**src/rtl/atomic_rmw_pkg.sv**
```systemverilog
package atomic_rmw_pkg;

  localparam int OP_W = 2;

  typedef enum logic [OP_W-1:0] {
    RMW_XCHG = 2'd0,
    RMW_SET  = 2'd1,
    RMW_CLR  = 2'd2,
    RMW_RSVD = 2'd3
  } rmw_op_e;

  typedef enum logic [1:0] {
    PH_IDLE  = 2'd0,
    PH_READ  = 2'd1,
    PH_WRITE = 2'd2
  } rmw_phase_e;

  function automatic logic op_is_valid(input logic [OP_W-1:0] op);
    return (op != RMW_RSVD);
  endfunction

  // Single-bit merge rule shared by every lane.
  function automatic logic merge_bit(input logic [OP_W-1:0] op,
                                     input logic opnd,
                                     input logic old);
    logic r;
    unique case (op)
      RMW_XCHG: r = opnd;
      RMW_SET:  r = opnd | old;
      RMW_CLR:  r = ~opnd & old;
      default:  r = old;
    endcase
    return r;
  endfunction

endpackage

```
**src/rtl/rmw_sequencer.sv**
```systemverilog
module rmw_sequencer
  import atomic_rmw_pkg::*;
(
  input  logic            clk,
  input  logic            rst,
  input  logic            start_i,
  input  logic [OP_W-1:0] op_i,
  output logic            accept_o,
  output logic            rd_o,
  output logic            wr_o,
  output logic            lock_o,
  output logic            done_o,
  output logic            reg_we_o
);

  rmw_phase_e phase_q, phase_n;
  logic       rd_q, wr_q, lock_q, done_q, rwe_q;
  logic       can_take;

  // A request may enter while idle or while the previous write drains.
  assign can_take = (phase_q == PH_IDLE) || (phase_q == PH_WRITE);
  assign accept_o = start_i && op_is_valid(op_i) && can_take;

  always_comb begin
    phase_n = phase_q;
    unique case (phase_q)
      PH_IDLE:  phase_n = accept_o ? PH_READ : PH_IDLE;
      PH_READ:  phase_n = PH_WRITE;
      PH_WRITE: phase_n = accept_o ? PH_READ : PH_IDLE;
      default:  phase_n = PH_IDLE;
    endcase
  end

  always_ff @(posedge clk) begin
    if (rst) begin
      phase_q <= PH_IDLE;
      rd_q    <= 1'b0;
      wr_q    <= 1'b0;
      lock_q  <= 1'b0;
      done_q  <= 1'b0;
      rwe_q   <= 1'b0;
    end else begin
      phase_q <= phase_n;
      rd_q    <= (phase_n == PH_READ);
      wr_q    <= (phase_n == PH_WRITE);
      lock_q  <= (phase_n != PH_IDLE);
      done_q  <= (phase_n == PH_WRITE);
      rwe_q   <= (phase_n == PH_WRITE);
    end
  end

  assign rd_o     = rd_q;
  assign wr_o     = wr_q;
  assign lock_o   = lock_q;
  assign done_o   = done_q;
  assign reg_we_o = rwe_q;

endmodule

```
**src/rtl/rmw_capture.sv**
```systemverilog
module rmw_capture
  import atomic_rmw_pkg::*;
#(
  parameter int ADDR_W = 16,
  parameter int DATA_W = 8
) (
  input  logic              clk,
  input  logic              rst,
  input  logic              load_i,
  input  logic [ADDR_W-1:0] ptr_i,
  input  logic [DATA_W-1:0] opnd_i,
  input  logic [OP_W-1:0]   op_i,
  output logic [ADDR_W-1:0] addr_o,
  output logic [DATA_W-1:0] opnd_o,
  output logic [OP_W-1:0]   op_o
);

  logic [ADDR_W-1:0] addr_q;
  logic [DATA_W-1:0] opnd_q;
  logic [OP_W-1:0]   op_q;

  always_ff @(posedge clk) begin
    if (rst) begin
      addr_q <= '0;
      opnd_q <= '0;
      op_q   <= RMW_XCHG;
    end else if (load_i) begin
      addr_q <= ptr_i;
      opnd_q <= opnd_i;
      op_q   <= op_i;
    end
  end

  assign addr_o = addr_q;
  assign opnd_o = opnd_q;
  assign op_o   = op_q;

endmodule

```
**src/rtl/rmw_merge.sv**
```systemverilog
module rmw_merge
  import atomic_rmw_pkg::*;
#(
  parameter int DATA_W = 8
) (
  input  logic [OP_W-1:0]   op_i,
  input  logic [DATA_W-1:0] opnd_i,
  input  logic [DATA_W-1:0] old_i,
  output logic [DATA_W-1:0] new_o
);

  for (genvar b = 0; b < DATA_W; b++) begin : g_lane
    assign new_o[b] = merge_bit(op_i, opnd_i[b], old_i[b]);
  end

endmodule

```
**src/rtl/atomic_rmw_unit.sv**
```systemverilog
module atomic_rmw_unit
  import atomic_rmw_pkg::*;
#(
  parameter int ADDR_W = 16,
  parameter int DATA_W = 8
) (
  input  logic              clk,
  input  logic              rst,
  input  logic              start_i,
  input  logic [1:0]        op_i,
  input  logic [ADDR_W-1:0] ptr_i,
  input  logic [DATA_W-1:0] reg_i,
  output logic              mem_rd_o,
  output logic              mem_wr_o,
  output logic [ADDR_W-1:0] mem_addr_o,
  output logic [DATA_W-1:0] mem_wdata_o,
  input  logic [DATA_W-1:0] mem_rdata_i,
  output logic              lock_o,
  output logic              reg_we_o,
  output logic [DATA_W-1:0] reg_wdata_o,
  output logic              done_o
);

  logic              accept;
  logic [OP_W-1:0]   cap_op;
  logic [DATA_W-1:0] cap_opnd;
  logic [DATA_W-1:0] merged;

  rmw_sequencer u_seq (
    .clk      (clk),
    .rst      (rst),
    .start_i  (start_i),
    .op_i     (op_i),
    .accept_o (accept),
    .rd_o     (mem_rd_o),
    .wr_o     (mem_wr_o),
    .lock_o   (lock_o),
    .done_o   (done_o),
    .reg_we_o (reg_we_o)
  );

  rmw_capture #(.ADDR_W(ADDR_W), .DATA_W(DATA_W)) u_cap (
    .clk    (clk),
    .rst    (rst),
    .load_i (accept),
    .ptr_i  (ptr_i),
    .opnd_i (reg_i),
    .op_i   (op_i),
    .addr_o (mem_addr_o),
    .opnd_o (cap_opnd),
    .op_o   (cap_op)
  );

  rmw_merge #(.DATA_W(DATA_W)) u_merge (
    .op_i   (cap_op),
    .opnd_i (cap_opnd),
    .old_i  (mem_rdata_i),
    .new_o  (merged)
  );

  assign mem_wdata_o = mem_wr_o ? merged : '0;
  assign reg_wdata_o = reg_we_o ? mem_rdata_i : '0;

endmodule

```
**config.mk**
```make
export PLATFORM = sky130hd
export DESIGN_NAME = atomic_rmw_unit
export DESIGN_NICKNAME = d
export VERILOG_FILES = /design/src/rtl/atomic_rmw_pkg.sv /design/src/rtl/rmw_sequencer.sv /design/src/rtl/rmw_capture.sv /design/src/rtl/rmw_merge.sv /design/src/rtl/atomic_rmw_unit.sv
export SDC_FILE = /design/constraint.sdc
export NUM_CORES = 1
export LEC_CHECK = 0
export ABC_CLOCK_PERIOD_IN_PS = 2200
export BUFFER_PORTS_ARGS = -buffer_cell sky130_fd_sc_hd__buf_2
export CORE_MARGIN = 2
export CORE_UTILIZATION = 25
export DETAILED_ROUTE_END_ITERATION = 6
export GPL_TIMING_DRIVEN = 1
export PLACE_DENSITY = 0.53
export SLEW_MARGIN = 5
export SYNTH_ARGS = -nofsm -noshare
export SYNTH_HDL_FRONTEND = slang
export SYNTH_HIERARCHICAL = 1
export SYNTH_SLANG_ARGS = --single-unit
```
**constraint.sdc**
```tcl
create_clock -name clk -period 2.2 [get_ports clk]
set_input_delay 0.44 -clock clk [delete_from_list [all_inputs] [get_ports clk]]
set_output_delay 0.44 -clock clk [all_outputs]
set_load 0.05 [all_outputs]
```
[After elaboration in Yosys (flattened, before gate mapping)]
Cells that the tools add are included.
Storage, ports and cells
  output and inout port bits: 37
  word-level logic and storage cells: 57
  bits in registers: 31
Operators by class
  reduce and logical (&&, ||, !) cells: 7
  muxes and demuxes: 12
  equal/unequal tests: 7
  bitwise logic cells: 24
Operators with widths (number)
  1-bit case mux with 3 select lines: 8
  8-bit 2-to-1 mux: 2
  1-bit AND: 8
  1-bit NOT: 8
  1-bit bitwise OR: 8
  2-bit by 1-bit == test with 1-bit output, second input constant: 3
  2-bit == test, second input constant: 3
  2-bit zero test: 2
  2-bit case mux with 2 select lines: 1
  1-bit logical AND: 2
  2-bit != test, second input constant: 1
  2-bit nonzero test: 1
  2-bit OR reduction: 1
  1-bit logical OR: 1
  1-bit 2-to-1 mux: 1

[Logic depth before layout (Yosys ltp)]
  word-level depth: 6
  mapped depth: 7
  gate-level depth less buffers: 5

[Cells and area by module]
Netlist, hierarchy kept.
Modules (own cells, without submodules)
  rmw_capture: instances 1, sequential area each 520.5 sq um, area each 943.4 sq um, cells each 84
  rmw_merge: instances 1, sequential area each 0.0 sq um, area each 210.2 sq um, cells each 34
  rmw_sequencer: instances 1, sequential area each 80.1 sq um, area each 151.4 sq um, cells each 14
  atomic_rmw_unit: instances 1, sequential area each 0.0 sq um, area each 100.1 sq um, cells each 16

[Least setup slack after synthesis]
No wires, ideal clock.
  kind: reg2out
  start point: register, netlist name u_seq/phase_q[1]
  end point: output mem_wdata_o[0]
  path slack: 0.348 ns
  cell stages (with the launch flop): 3
  data required time: 1.760 ns
  arrival: 1.412 ns
  cells stage by stage: dfxtp_1 -> buf_4 -> and2_1
RTL lines
  end, declared: RTL line atomic_rmw_unit.sv:16  | output logic [DATA_W-1:0] mem_wdata_o,

[Worst setup path after layout]
  start point: register u_cap.op_q[1] (netlist: u_cap/op_o[1])
  end point: output mem_wdata_o[4]
On the way
  cells in the longest elaborated chain, start to end: 3
RTL lines
  start, declared: RTL line rmw_capture.sv:20  | logic [OP_W-1:0] op_q;
  start signal, assigned: RTL line rmw_capture.sv:30  | op_q <= op_i;
  2-bit == test, or another cell as far along: RTL line atomic_rmw_pkg.sv:27  | unique case (op)
  1-bit case mux with 3 select lines (*): RTL line atomic_rmw_pkg.sv:27
  named net merged[4]: RTL line atomic_rmw_unit.sv:27  | logic [DATA_W-1:0] merged;
  8-bit 2-to-1 mux (*): RTL line atomic_rmw_unit.sv:61  | assign mem_wdata_o = mem_wr_o ? merged : '0;
Mark *: on every way through the listed nets, which the timed path passes. The rest lies on a longest branch.

==> metrics.cfg <==
[finish]
area.growth.synth_to_final_pct = 33.57
post-route-cell-area_um2 = 1877
nNetsFinal = 256
fin_cells = 292
final_layout_size_suffix_gt1_frac = 0.4091
antenna_cells = 0
finish.utilization = 0.3429

[detailed_routing]
antenna_left = 0
drc = 0
drtIter0Drc = 30
avgRoutedWirePerCell_um = 10.73
wirelength_um = 3134
firstDrtPassIters = 4
viasPerCell = 4.058
vias = 1185

[place]
post-place-cells = 284
place_hpwl_um = 2223
gp_congestion = 0.6438
dpl_cell_area_um2 = 1785
place_ws_ns = 0.5616
io_buffers = 73

[min_path]
min-delay-path-class = in -> reg
holdPathEnd = u_cap/addr_o[14]
hold_depth = 3
hold_start = ptr_i[14]

[yosys]
ys_types = 19
syn_area_um2 = 1405
syn_avg_cell_area_um2 = 9.494
synth.largest_area_cell = dfxtp_1
synthCells = 148
yosysTopAreaCellShare = 0.4274
syn_nets = 185
yosysSeqAreaShare = 0.4274
synth_area_leaders = dfxtp_1 43%, mux2i_1 19%, nor2_1 7.7%, and2_1 7.1%, nand3b_1 4.3%
ys_ff_latch = 30
synth_warnings = 6

[clock_tree]
cts_buffers = 5
cts_hold_repair.buffers = 0
ctsHtreeMaxLevel = 2
cts_setup_buffers = 0
ctsResizeCount = 0
clock_latency_ns = 0.27
cts_max_path_buffers = 2
path_clk_slew_ns = 0.06
root_buffer = clkbuf_8
cts_tree = done
cts_num_sinks = 30

[worst_setup_path]
cp_top_family = flip-flops
reg2reg_depth = 5
cpMaxStageDelayCell = dfxtp_1
worst_r2r_endpoint = u_cap/addr_o[1]
r2r-start = u_seq/phase_q[0]
crit_chain = nand2b_2 -> nand3_1 -> and2_1 -> buf_2
path_buf_inv = 1
cp.depth = 4
worstPathRequired_ns = 1.76
crit_path_max_incr_delay_ns = 0.59
cp-start-kind = register
worstSetupEndpointType = output port
critPathKind = reg -> out
critPathArrivalTime_ns = 1.48
regToRegSetupSlack_ns = 0.98
crit_path_max_fanout = 17

[grt]
grt_overflow_total = 0
grt_pass1_vias = 1132
grt_usage = 0.1059
antenna_found_initial = 0
grt_start_max_net_pins = 31
grt_pass1_wl_um = 5161

[floorplanning]
initial_utilization = 0.2567
fp.dieH_um = 78.97
core_area_um2 = 5473
die_w_um = 78.97
fp.dieArea_um2 = 6236
io_pins = 74
rows = 27

[sta]
max_freq_ghz = 0.5205
fin_setup_tns_ns = 0
period_minus_slack_ns = 1.921
max_slew.worst_pin.slew_ns = 0.5599
max-slew-margin-rel = 0.6268
rsz0062_at_grt = no
finalCritPeriodShare = 0.8733
finalHoldViolCount = 0
fin_ws_ns = 0.2788
fin_worst_skew_ns = 0.005799
drv_slew = 0
setup_violations = 0

[power]
p_per_area_nw_per_um2 = 708.2
p_leak_nw = 0.9466
ir_drop_mv = 0.4648

[run]
max_cap_viol_count = 0

[run_status]
status = finished clean

[report_power, final]
part | switching (mW) | internal, mW | total [mW]
sequential | 0.0265 | 0.577 | 0.603
clock | 0.197 | 0.252 | 0.449
combinational | 0.175 | 0.102 | 0.277
[synthesized netlist by cell type]
cell type and count:
a21oi_2 1, and2_1 16, buf_1 1, buf_12 2, buf_2 2, buf_4 2, buf_6 2, clkbuf_1 1
dfxtp_1 30, inv_1 1, mux2i_1 26, nand2_1 8, nand2_2 1, nand2b_1 3, nand2b_2 6, nand3_1 8
nand3b_1 8, nand3b_4 1, nor2_1 29
[sequential cells by signal, indices dropped and copies added, names as in the netlist]
register,flops
u_cap/op_o,2
u_cap/addr_o,16
u_seq/phase_q,2
u_seq/rd_o,1
u_cap/opnd_o,8
u_seq/lock_o,1
[kinds of logic after synthesis]
| family | count (synthesis) | share of synthesized area |
|---|---|---|
| and+or+nand+nor | 80 | 0.3108 |
| DFF | 30 | 0.4274 |
| muxes | 26 | 0.1852 |
| buffers and inverters | 11 | 0.07034 |
| AOI/OAI and AO/OA | 1 | 0.006234 |
[worst max-delay path by stage]
stage | from | to | slack [ns]
6_report | u_cap/op_o[1] | mem_wdata_o[4] | 0.28
3_5_place_dp | u_cap/op_o[1] | mem_wdata_o[4] | 0.56
3_3_place_gp | u_cap/op_o[1] | mem_wdata_o[2] | 0.58
2_1_floorplan | u_seq/phase_q[1] | mem_wdata_o[0] | 0.35
5_1_grt | u_cap/op_o[1] | mem_wdata_o[4] | 0.13
4_1_cts | u_cap/op_o[1] | mem_wdata_o[4] | 0.26
[area by class of cell]
type / instances / area, um^2
clock inverters: 1 / 5.005
flip-flops and latches: 30 / 600.6
clock buffers: 7 / 86.33
well taps: 72 / 90.09
multi-input cells: 107 / 705.7
repair buffers: 74 / 385.4
fillers: 608 / 3596
inverters: 1 / 3.754
[routing by layer]
| metal | vias up | wire length (um) | share of wire | GRT usage |
|---|---|---|---|---|
| met5 | - | 0 | 0 | 0 |
| met4 | 0 | 23 | 0.0073 | 0.03621 |
| met3 | 2 | 223 | 0.071 | 0.04091 |
| met2 | 36 | 1505 | 0.48 | 0.1780 |
| met1 | 523 | 1382 | 0.44 | 0.1228 |
| li1 | 624 | - | - | - |
[layout by cell type, fill, tap and decap left out, types with 3 or more instances in the layout]
master | Yosys | routed
buf_2 | 2 | 73
dfxtp_1 | 30 | 30
nor2_1 | 29 | 29
mux2i_1 | 26 | 26
and2_1 | 16 | 16
nand3b_1 | 8 | 8
nand2_1 | 8 | 8
nand3_1 | 8 | 8
clkbuf_8 | 0 | 6
nand2b_2 | 6 | 6
nand2b_1 | 3 | 3
[stage by stage]
step / power [mW] / hold WS [ns]
floorplan: 0.8265 / 0.4584
global placement: 0.8931 / 0.4693
detailed placement: 0.8957 / 0.4769
CTS: 1.354 / 0.3930
global route: 1.407 / 0.3981
finish: 1.329 / 0.3993
[tightest hold or removal path, stage by stage]
cell and delay (ns):
buf_2 0.07, mux2i_1 0.05, nor2_1 0.07
Power figures use the tool's default switching activity.
